**config.mk**
```make
export PLATFORM = sky130hd
export DESIGN_NAME = dual_prescaled_timer
export DESIGN_NICKNAME = d
export VERILOG_FILES = /design/src/rtl/dual_prescaled_timer.sv
export SDC_FILE = /design/constraint.sdc
export NUM_CORES = 1
export LEC_CHECK = 0
export CELL_PAD_IN_SITES_DETAIL_PLACEMENT = 0
export CELL_PAD_IN_SITES_GLOBAL_PLACEMENT = 1
export CORE_MARGIN = 3
export CORE_UTILIZATION = 35
export CTS_CLUSTER_DIAMETER = 200
export DETAILED_ROUTE_END_ITERATION = 10
export HOLD_SLACK_MARGIN = 0.05
export PLACE_DENSITY_LB_ADDON = 0.1
export SLEW_MARGIN = 20
export SYNTH_ARGS = -nofsm -noshare
export SYNTH_HDL_FRONTEND = slang
export SYNTH_SLANG_ARGS = --single-unit
```
**constraint.sdc**
```tcl
create_clock -name clk -period 1.65 [get_ports clk]
set_input_delay 0.33 -clock clk [delete_from_list [all_inputs] [get_ports clk]]
set_output_delay 0.33 -clock clk [all_outputs]
set_load 0.005 [all_outputs]
```
**src/rtl/dual_prescaled_timer.sv**
```systemverilog
module dual_prescaled_timer #(
  parameter int CW = 8,
  parameter int PW = 6,
  parameter int AW = 3
) (
  input  logic          clk,
  input  logic          rst_n,
  input  logic          bus_wr,
  input  logic [AW-1:0] bus_addr,
  input  logic [CW-1:0] bus_wdata,
  output logic [CW-1:0] bus_rdata,
  input  logic          ext_pin,
  output logic          out_pin,
  output logic [1:0]    eoc
);

  localparam logic [AW-1:0] A_MODE = AW'(0);
  localparam logic [AW-1:0] A_CNT0 = AW'(1);
  localparam logic [AW-1:0] A_PRE0 = AW'(2);
  localparam logic [AW-1:0] A_CNT1 = AW'(3);
  localparam logic [AW-1:0] A_PRE1 = AW'(4);

  logic [1:0]             en, in_mode, out_mode;
  logic [1:0][CW-1:0]     init, cnt;
  logic [1:0][PW-1:0]     pmod, ps;
  logic [1:0]             cont, done, tog, tick, ld_wr, ld, active;
  logic                   src1, go1;
  logic [1:0]             div;
  logic [2:0]             sp;

  wire mode_wr  = bus_wr && (bus_addr == A_MODE);
  wire int_tick = (div == 2'd3);
  wire pin_q    = sp[1];
  wire rise     = sp[1] & ~sp[2];
  wire fall     = ~sp[1] & sp[2];
  wire trig_md  = in_mode[1];
  wire ext_clk  = (in_mode == 2'b00) && !src1;
  wire busy1    = go1 && !done[1];
  wire trig_ld  = en[1] && trig_md && fall && (in_mode[0] || !busy1);
  wire t1_tick  = ext_clk ? rise : (int_tick && (in_mode != 2'b01 || pin_q));

  assign ld_wr  = mode_wr ? {bus_wdata[2], bus_wdata[0]} : 2'b00;
  assign ld     = {ld_wr[1] | trig_ld, ld_wr[0]};
  assign tick   = {t1_tick, int_tick};
  assign active = {en[1] && !done[1] && (!trig_md || go1), en[0] && !done[0]};

  always_ff @(posedge clk) begin
    if (!rst_n) begin
      en <= '0; in_mode <= '0; out_mode <= '0;
      init <= '0; pmod <= '0; cont <= '0; src1 <= 1'b0;
    end else if (bus_wr) begin
      case (bus_addr)
        A_MODE: begin
          en       <= {bus_wdata[3], bus_wdata[1]};
          in_mode  <= bus_wdata[5:4];
          out_mode <= bus_wdata[7:6];
        end
        A_CNT0: init[0] <= bus_wdata;
        A_PRE0: begin
          pmod[0] <= bus_wdata[PW+1:2];
          cont[0] <= bus_wdata[0];
        end
        A_CNT1: init[1] <= bus_wdata;
        A_PRE1: begin
          pmod[1] <= bus_wdata[PW+1:2];
          src1    <= bus_wdata[1];
          cont[1] <= bus_wdata[0];
        end
        default: ;
      endcase
    end
  end

  always_ff @(posedge clk) begin
    if (!rst_n) begin
      div <= '0; sp <= '0; go1 <= 1'b0;
    end else begin
      div <= div + 2'd1;
      sp  <= {sp[1:0], ext_pin};
      if (ld_wr[1])     go1 <= 1'b0;
      else if (trig_ld) go1 <= 1'b1;
    end
  end

  always_ff @(posedge clk) begin
    if (!rst_n) begin
      cnt <= '0; ps <= '0; done <= '0; eoc <= '0; tog <= '0;
    end else begin
      for (int i = 0; i < 2; i++) begin
        eoc[i] <= 1'b0;
        if (ld[i]) begin
          cnt[i]  <= init[i];
          ps[i]   <= pmod[i];
          done[i] <= 1'b0;
        end else if (active[i] && tick[i]) begin
          if (ps[i] == PW'(1)) begin
            ps[i] <= pmod[i];
            if (cnt[i] == CW'(1)) begin
              eoc[i] <= 1'b1;
              if (cont[i]) cnt[i] <= init[i];
              else begin
                cnt[i]  <= '0;
                done[i] <= 1'b1;
              end
            end else begin
              cnt[i] <= cnt[i] - CW'(1);
            end
          end else begin
            ps[i] <= ps[i] - PW'(1);
          end
        end
        if (ld_wr[i])    tog[i] <= 1'b0;
        else if (eoc[i]) tog[i] <= ~tog[i];
      end
    end
  end

  always_comb begin
    case (bus_addr)
      A_MODE:  bus_rdata = CW'({out_mode, in_mode, en[1], 1'b0, en[0], 1'b0});
      A_CNT0:  bus_rdata = cnt[0];
      A_CNT1:  bus_rdata = cnt[1];
      default: bus_rdata = '0;
    endcase
  end

  always_comb begin
    case (out_mode)
      2'b01:   out_pin = tog[0];
      2'b10:   out_pin = tog[1];
      2'b11:   out_pin = div[1];
      default: out_pin = 1'b0;
    endcase
  end


  eoc0_pulse_chk: assert property (@(posedge clk) disable iff (!rst_n) eoc[0] |=> !eoc[0]);

  eoc1_pulse_chk: assert property (@(posedge clk) disable iff (!rst_n) eoc[1] |=> !eoc[1]);

  load0_chk: assert property (@(posedge clk) disable iff (!rst_n) ld_wr[0] |=> cnt[0] == $past(init[0]));

  hold0_chk: assert property (@(posedge clk) disable iff (!rst_n) (!en[0] && !ld_wr[0]) |=> $stable(cnt[0]));

  single0_chk: assert property (@(posedge clk) disable iff (!rst_n) (eoc[0] && !$past(cont[0])) |-> (cnt[0] == '0 && done[0]));

  tog0_clr_chk: assert property (@(posedge clk) disable iff (!rst_n) ld_wr[0] |=> !tog[0]);

  retrig_chk: assert property (@(posedge clk) disable iff (!rst_n) trig_ld |=> cnt[1] == $past(init[1]));

endmodule

```
Word level (Yosys, flattened, before mapping) --
Index checks and enable logic that the tools add are counted.
Word-level totals: register bits 77, bits of input ports 15, word-level logic and storage cells 117, output and inout bits 11
Cells by class: eq/ne operators 13, muxes and demuxes 22, bitwise logic cells 14, reductions and logical operators 40, $add $sub $neg 5
Operator list (count):
- 8-bit two-way mux | 10
- 6-bit two-way mux | 6
- 8-bit case mux with 3 select lines | 1
- 8-bit by 1-bit equality test with 1-bit output (second input constant) | 2
- 8-bit by 1-bit subtractor with 8-bit output (second input constant) | 2
- 2-bit AND reduction | 7
- 6-bit by 1-bit equality test with 1-bit output (second input constant) | 2
- 1-bit logical AND | 12
- 6-bit by 1-bit subtractor with 6-bit output (second input constant) | 2
- 1-bit NOT | 11
- 4-bit AND reduction | 2
- 2-bit nonzero test | 4
- 4-bit OR reduction | 2
- 2-bit equality test (second input constant) | 3
- 3-bit by 2-bit equality test with 1-bit output (second input constant) | 2
- 2-bit OR reduction | 3
- 1-bit zero test | 5
- 3-bit by 1-bit equality test with 1-bit output (second input constant) | 1
- 3-bit equality test (second input constant) | 1
- 3-bit zero test | 1
- 1-bit logical OR | 3
- 1-bit two-way mux | 3
- 1-bit case mux with 3 select lines | 1
- 2-bit by 1-bit adder with 2-bit output (second input constant) | 1
- 6 further kinds | 7

Longest topological paths before layout --
depth after elaboration 8, gate-level depth with buffers 9, depth with buffers taken out 8

Worst setup path after synthesis --
No wires, ideal clock.
kind input -> register, from input port bus_addr[1], to register ps[2] (netlist name), setup time 0.128 ns, stages on the path 8, buffers on the path 2, slack -0.089 ns, arrival time 1.612 ns, cells stage by stage nor4b_2 buf_4 nand2_4 and2_4 buf_6 mux2_4 a22oi_1 nor2_1
Between the ends: longest elaborated chain between the ends 4, elaborated cells on any way between the ends 5, classes of those cells mux: 2; reduce/logical: 3
RTL lines:
- start: declaration | line 9 | input logic [AW-1:0] bus_addr,
- 3-bit zero test (*) | line 31 | wire mode_wr = bus_wr && (bus_addr == A_MODE);
- 1-bit logical AND (*) | line 31
- 2-bit two-way mux (*) | line 42 | assign ld_wr = mode_wr ? {bus_wdata[2], bus_wdata[0]} : 2'b00;
- 6-bit two-way mux / 2-bit nonzero test (equally long branches)
- end signal: indexed assignment | line 93 | ps[i] <= pmod[i];
- end signal: indexed assignment | line 97 | ps[i] <= pmod[i];
- end signal: indexed assignment | line 109 | ps[i] <= ps[i] - PW'(1);
- end: declaration | line 25 | logic [1:0][PW-1:0] pmod, ps;
Every way passes the cells marked *; elsewhere a longest branch is shown, timed or not. A chain may end at the register's enable or synchronous reset.

Worst setup path in the final report --
from register in_mode[0], to register cnt[13] (netlist name)
Between the ends: longest elaborated chain between the ends 7, elaborated cells on any way between the ends 14, classes of those cells eq/ne: 1; mux: 2; bitwise: 1; reduce/logical: 10
RTL lines:
- start: declaration | line 23 | logic [1:0] en, in_mode, out_mode;
- start signal: assignment | line 55 | in_mode <= bus_wdata[5:4];
- 2-bit by 1-bit != test with 1-bit output | line 40 | wire t1_tick = ext_clk ? rise : (int_tick && (in_mode != 2'b01 || pin_q));
- 1-bit logical OR | line 40
- 1-bit logical AND | line 40
- 1-bit two-way mux | line 40
- 1-bit logical AND | line 95 | end else if (active[i] && tick[i]) begin
- 2-bit nonzero test (no line)
- 2-bit AND reduction (no line)
- end signal: indexed assignment | line 92 | cnt[i] <= init[i];
- end signal: indexed assignment | line 100 | if (cont[i]) cnt[i] <= init[i];
- end signal: indexed assignment | line 106 | cnt[i] <= cnt[i] - CW'(1);
- end: declaration | line 24 | logic [1:0][CW-1:0] init, cnt;
Parallel ways exist; a longest one is shown, timed or not.

==> flow_metrics.tcl <==
set metrics [dict create \
    place.detailed.instances 672 \
    detailedRoute.firstIterationViolations 167 \
    setup_repair_after_global_routing_missed_its_margin "true" \
    synth_fp_nets 497 \
    synthesis.instances 473 \
    total_power_per_unit_cell_area_nw_per_um2 807 \
    io_pins 26 \
    max_cap_viols 0 \
    synth.cell_area_sq_um 3770 \
    rr_startpoint "in_mode[0]$_SDFFE_PN0N_" \
    crit_fanout 8 \
    die-width_um 110 \
    slew_headroom 0.751 \
    htree_num_levels 3 \
    yosys_register_bits 77 \
    fin_hold_ws_ns 0.450 \
    worst_skew_pair.late_latency_ns 0.34 \
    max-vdd-ir-drop_v 0.000401 \
    std_cell_rows 37 \
    layout_worst_path_cycle_share 1.02 \
    synth-async-reset-ratio 0 \
    synthDistinctLibCells 48 \
    antenna_violating_nets_post_route 0 \
    setup-violations-final 7 \
    worst_setup_path_startpoint "in_mode[0]$_SDFFE_PN0N_" \
    transition_at_the_pin_with_the_smallest_max_transition_slack_ns 0.370 \
    vias_per_cell 5.08 \
    critPathRequiredTime_ns 1.88 \
    finalSetupTns_ns -0.163 \
    dr_wl_met2_um 5240 \
    timing.reg2reg.setup_slack_ns -0.04 \
    r2r-end "cnt[13]$_SDFFE_PN0P_" \
    fp.coreArea_sq_um 10400 \
    drt_drc_violations_left 0 \
    hp-class "flop to flop" \
    synth_enable_flop_cells 0 \
    cts_tree "built" \
    total_leakage_power_uw 0.00210 \
    tritoncts.num_buffers 9 \
    wl_met3_um 396 \
    cts.clk_slew.worst_paths_ns 0.08 \
    highest_layer "met4" \
    post_layout_nonfiller_instances 704 \
    met1_wire_length_um 5210 \
    worstSetupStartpointType "flop" \
    setup_slack_ns -0.0384 \
    violated_checks "negative setup slack" \
    initial_utilization 0.362 \
    first_global_vias 3331 \
    quantity_of_hold_fixing_buffers_added_after_cts 0 \
    synthesized_area_per_cell_sq_um 7.96 \
    outcome "complete, but fails checks" \
    floorplan.die_area_sq_um 12000 \
    crit_end "cnt[13]$_SDFFE_PN0P_" \
    grt_pass1_wl_um 17300 \
    grt_max_degree 32 \
    place.gp.congestion 0.822 \
    slew_viol_final 0 \
    critical_path.endpoint_type "flop" \
    reg2regPathDepth 6 \
    gr-total-overflow 0 \
    layout.nets 587 \
    die_h_um 110 \
    area.growth.synth_to_final_pct 40.8 \
    min_tclk_post_route_ns 1.69 \
    place_area_sq_um 4600 \
    all_layer_gr_usage 0.188 \
    detail_route.wl_per_cell_um 15.6 \
    firstDrtPassIters 4 \
    yosysWarnings 0 \
    clock_sink_count 77 \
    dp.final_hpwl_um 7720 \
    ys.flop_type "sky130_fd_sc_hd__dfxtp_1" \
    finish.instance_area_sq_um 5300 \
    fmaxAchievable_mhz 592 \
    cp.arrival_ns 1.92 \
    synth.yosys.seq_area_share 0.409 \
    clk_root_buffer_cell "sky130_fd_sc_hd__clkbuf_8" \
    finalHoldViolCount 0 \
    antenna_found_initial 0 \
    io_buffers 25 \
    final_layout_size_suffix_gt1_frac 0.301 \
    vias 3573 \
    routed_wirelength_um 11000 \
    cts_buffer_depth 2 \
    antennaDiodeCount 0 \
    criticalPathCategory "flop to flop" \
    worst_clock_skew_ns 0.00858 \
]
==> cell usage after synthesis (5+ instances only) <==
library cell / count / share of area
sky130_fd_sc_hd__a21oi_1: 60 / 0.080
sky130_fd_sc_hd__and2_1: 7 / 0.012
sky130_fd_sc_hd__buf_2: 7 / 0.0093
sky130_fd_sc_hd__clkbuf_1: 14 / 0.014
sky130_fd_sc_hd__dfxtp_1: 77 / 0.41
sky130_fd_sc_hd__ha_1: 9 / 0.030
sky130_fd_sc_hd__inv_1: 13 / 0.013
sky130_fd_sc_hd__mux2i_1: 30 / 0.080
sky130_fd_sc_hd__nand2_1: 65 / 0.065
sky130_fd_sc_hd__nand3_1: 13 / 0.017
sky130_fd_sc_hd__nor2_1: 63 / 0.063
sky130_fd_sc_hd__nor3_1: 12 / 0.016
sky130_fd_sc_hd__nor3b_1: 7 / 0.014
sky130_fd_sc_hd__nor4_1: 5 / 0.0083
sky130_fd_sc_hd__o21ai_0: 26 / 0.035
sky130_fd_sc_hd__o22ai_1: 8 / 0.013
sky130_fd_sc_hd__xnor2_1: 5 / 0.012
==> registers in the layout (all words and copies together) (netlist names) <==
register  cells
cnt          16
init         16
pmod         12
ps           12
sp            3
cont          2
div           2
done          2
en            2
eoc           2
in_mode       2
out_mode      2
tog           2
go1           1
src1          1
==> worst max-delay path, cell delays in order, from the launching register on <==
cell and delay [ns]:
sky130_fd_sc_hd__dfxtp_2 0.33, sky130_fd_sc_hd__nor3b_2 0.22, sky130_fd_sc_hd__buf_4 0.16, sky130_fd_sc_hd__a2bb2oi_4 0.28, sky130_fd_sc_hd__a21bo_4 0.32, sky130_fd_sc_hd__a32oi_1 0.18
sky130_fd_sc_hd__o22ai_1 0.08
==> placed cells by master (no fill, tap or decap), types with 4 or more instances in the layout <==
master	n
sky130_fd_sc_hd__nand3_1	13
sky130_fd_sc_hd__o22ai_1	8
sky130_fd_sc_hd__buf_6	11
sky130_fd_sc_hd__buf_4	61
sky130_fd_sc_hd__nor2_1	58
sky130_fd_sc_hd__o21ai_1	6
sky130_fd_sc_hd__inv_1	13
sky130_fd_sc_hd__dfxtp_1	59
sky130_fd_sc_hd__ha_1	8
sky130_fd_sc_hd__nand2_2	5
sky130_fd_sc_hd__and2_1	6
sky130_fd_sc_hd__dfxtp_2	13
sky130_fd_sc_hd__buf_12	4
sky130_fd_sc_hd__buf_2	6
sky130_fd_sc_hd__a21oi_1	54
sky130_fd_sc_hd__clkbuf_8	12
sky130_fd_sc_hd__mux2i_1	27
sky130_fd_sc_hd__o21a_1	4
sky130_fd_sc_hd__nor3_1	7
sky130_fd_sc_hd__a21oi_2	6
sky130_fd_sc_hd__clkdlybuf4s50_1	12
sky130_fd_sc_hd__nor3b_2	4
sky130_fd_sc_hd__dfxtp_4	5
sky130_fd_sc_hd__nand2_1	58
sky130_fd_sc_hd__nor3_2	5
sky130_fd_sc_hd__xnor2_1	5
sky130_fd_sc_hd__o21ai_0	21
==> through the flow <==
stage,util,total power [uW],worst slack [ns]
3_5_place_dp,0.442,2440,-0.686
5_1_grt,0.509,4480,-0.115
6_report,0.509,4280,-0.0384
2_1_floorplan,-,2240,-0.0471
4_1_cts,0.483,4300,-0.0951
3_3_place_gp,0.442,2440,-0.635
==> worst min-delay path by stage <==
| stage | start | end | slack, ns | depth (start not counted) |
|---|---|---|---|---|
| global route | pmod[6]$_SDFFE_PN0P_ | pmod[6]$_SDFFE_PN0P_ | 0.48 | 2 |
| CTS | sp[0]$_SDFF_PN0_ | sp[1]$_SDFF_PN0_ | 0.46 | 1 |
| floorplan | div[0]$_SDFF_PN0_ | div[0]$_SDFF_PN0_ | 0.40 | 1 |
| global placement | div[0]$_SDFF_PN0_ | div[0]$_SDFF_PN0_ | 0.41 | 1 |
| detailed placement | div[0]$_SDFF_PN0_ | div[0]$_SDFF_PN0_ | 0.42 | 1 |
| finish | sp[0]$_SDFF_PN0_ | sp[1]$_SDFF_PN0_ | 0.45 | 1 |
==> where the power goes <==
group / total (uW) / switching (uW) / internal, uW
Sequential: 1930 / 38.7 / 1900
Clock: 1810 / 680 / 1130
Combinational: 536 / 271 / 265
Total: 4280 / 990 / 3290
==> layout make-up <==
cell class / instances / area, sq um
sequential: 77 / 1580
tap: 136 / 170
fill: 1055 / 5110
clock buffer: 13 / 169
inverter: 14 / 52.6
timing repair buffer: 103 / 926
clock inverter: 3 / 90.1
multi-input combinational: 358 / 2320
==> cell families after synthesis <==
group                    Yosys count  synth area share
AND/OR/NAND/NOR                  193             0.237
AO/OA/AOI/OAI                    117             0.177
flip-flops                        77             0.409
buffers and inverters             38            0.0432
multiplexers                      33            0.0897
adder cells (fa/ha/maj)            9            0.0299
XOR/XNOR                           6            0.0140
==> layer usage <==
| metal | vias up | track usage |
|---|---|---|
| li1 | 1821 | - |
| met4 | 0 | 0.0534 |
| met2 | 53 | 0.311 |
| met3 | 12 | 0.0405 |
| met1 | 1687 | 0.247 |
| met5 | - | 0 |
==> what timing repair did <==
| action | 4_1_cts | 5_1_grt |
|---|---|---|
| pin swaps | 8 | 32 |
| gates cloned | 2 | 1 |
| gates resized for setup | 77 | 62 |
| setup buffers | 5 | 9 |
| endpoints found under the setup margin | 57 | 32 |
| hold endpoints to repair | 0 | 0 |
Note: power is estimated with default switching activity, not from simulation.
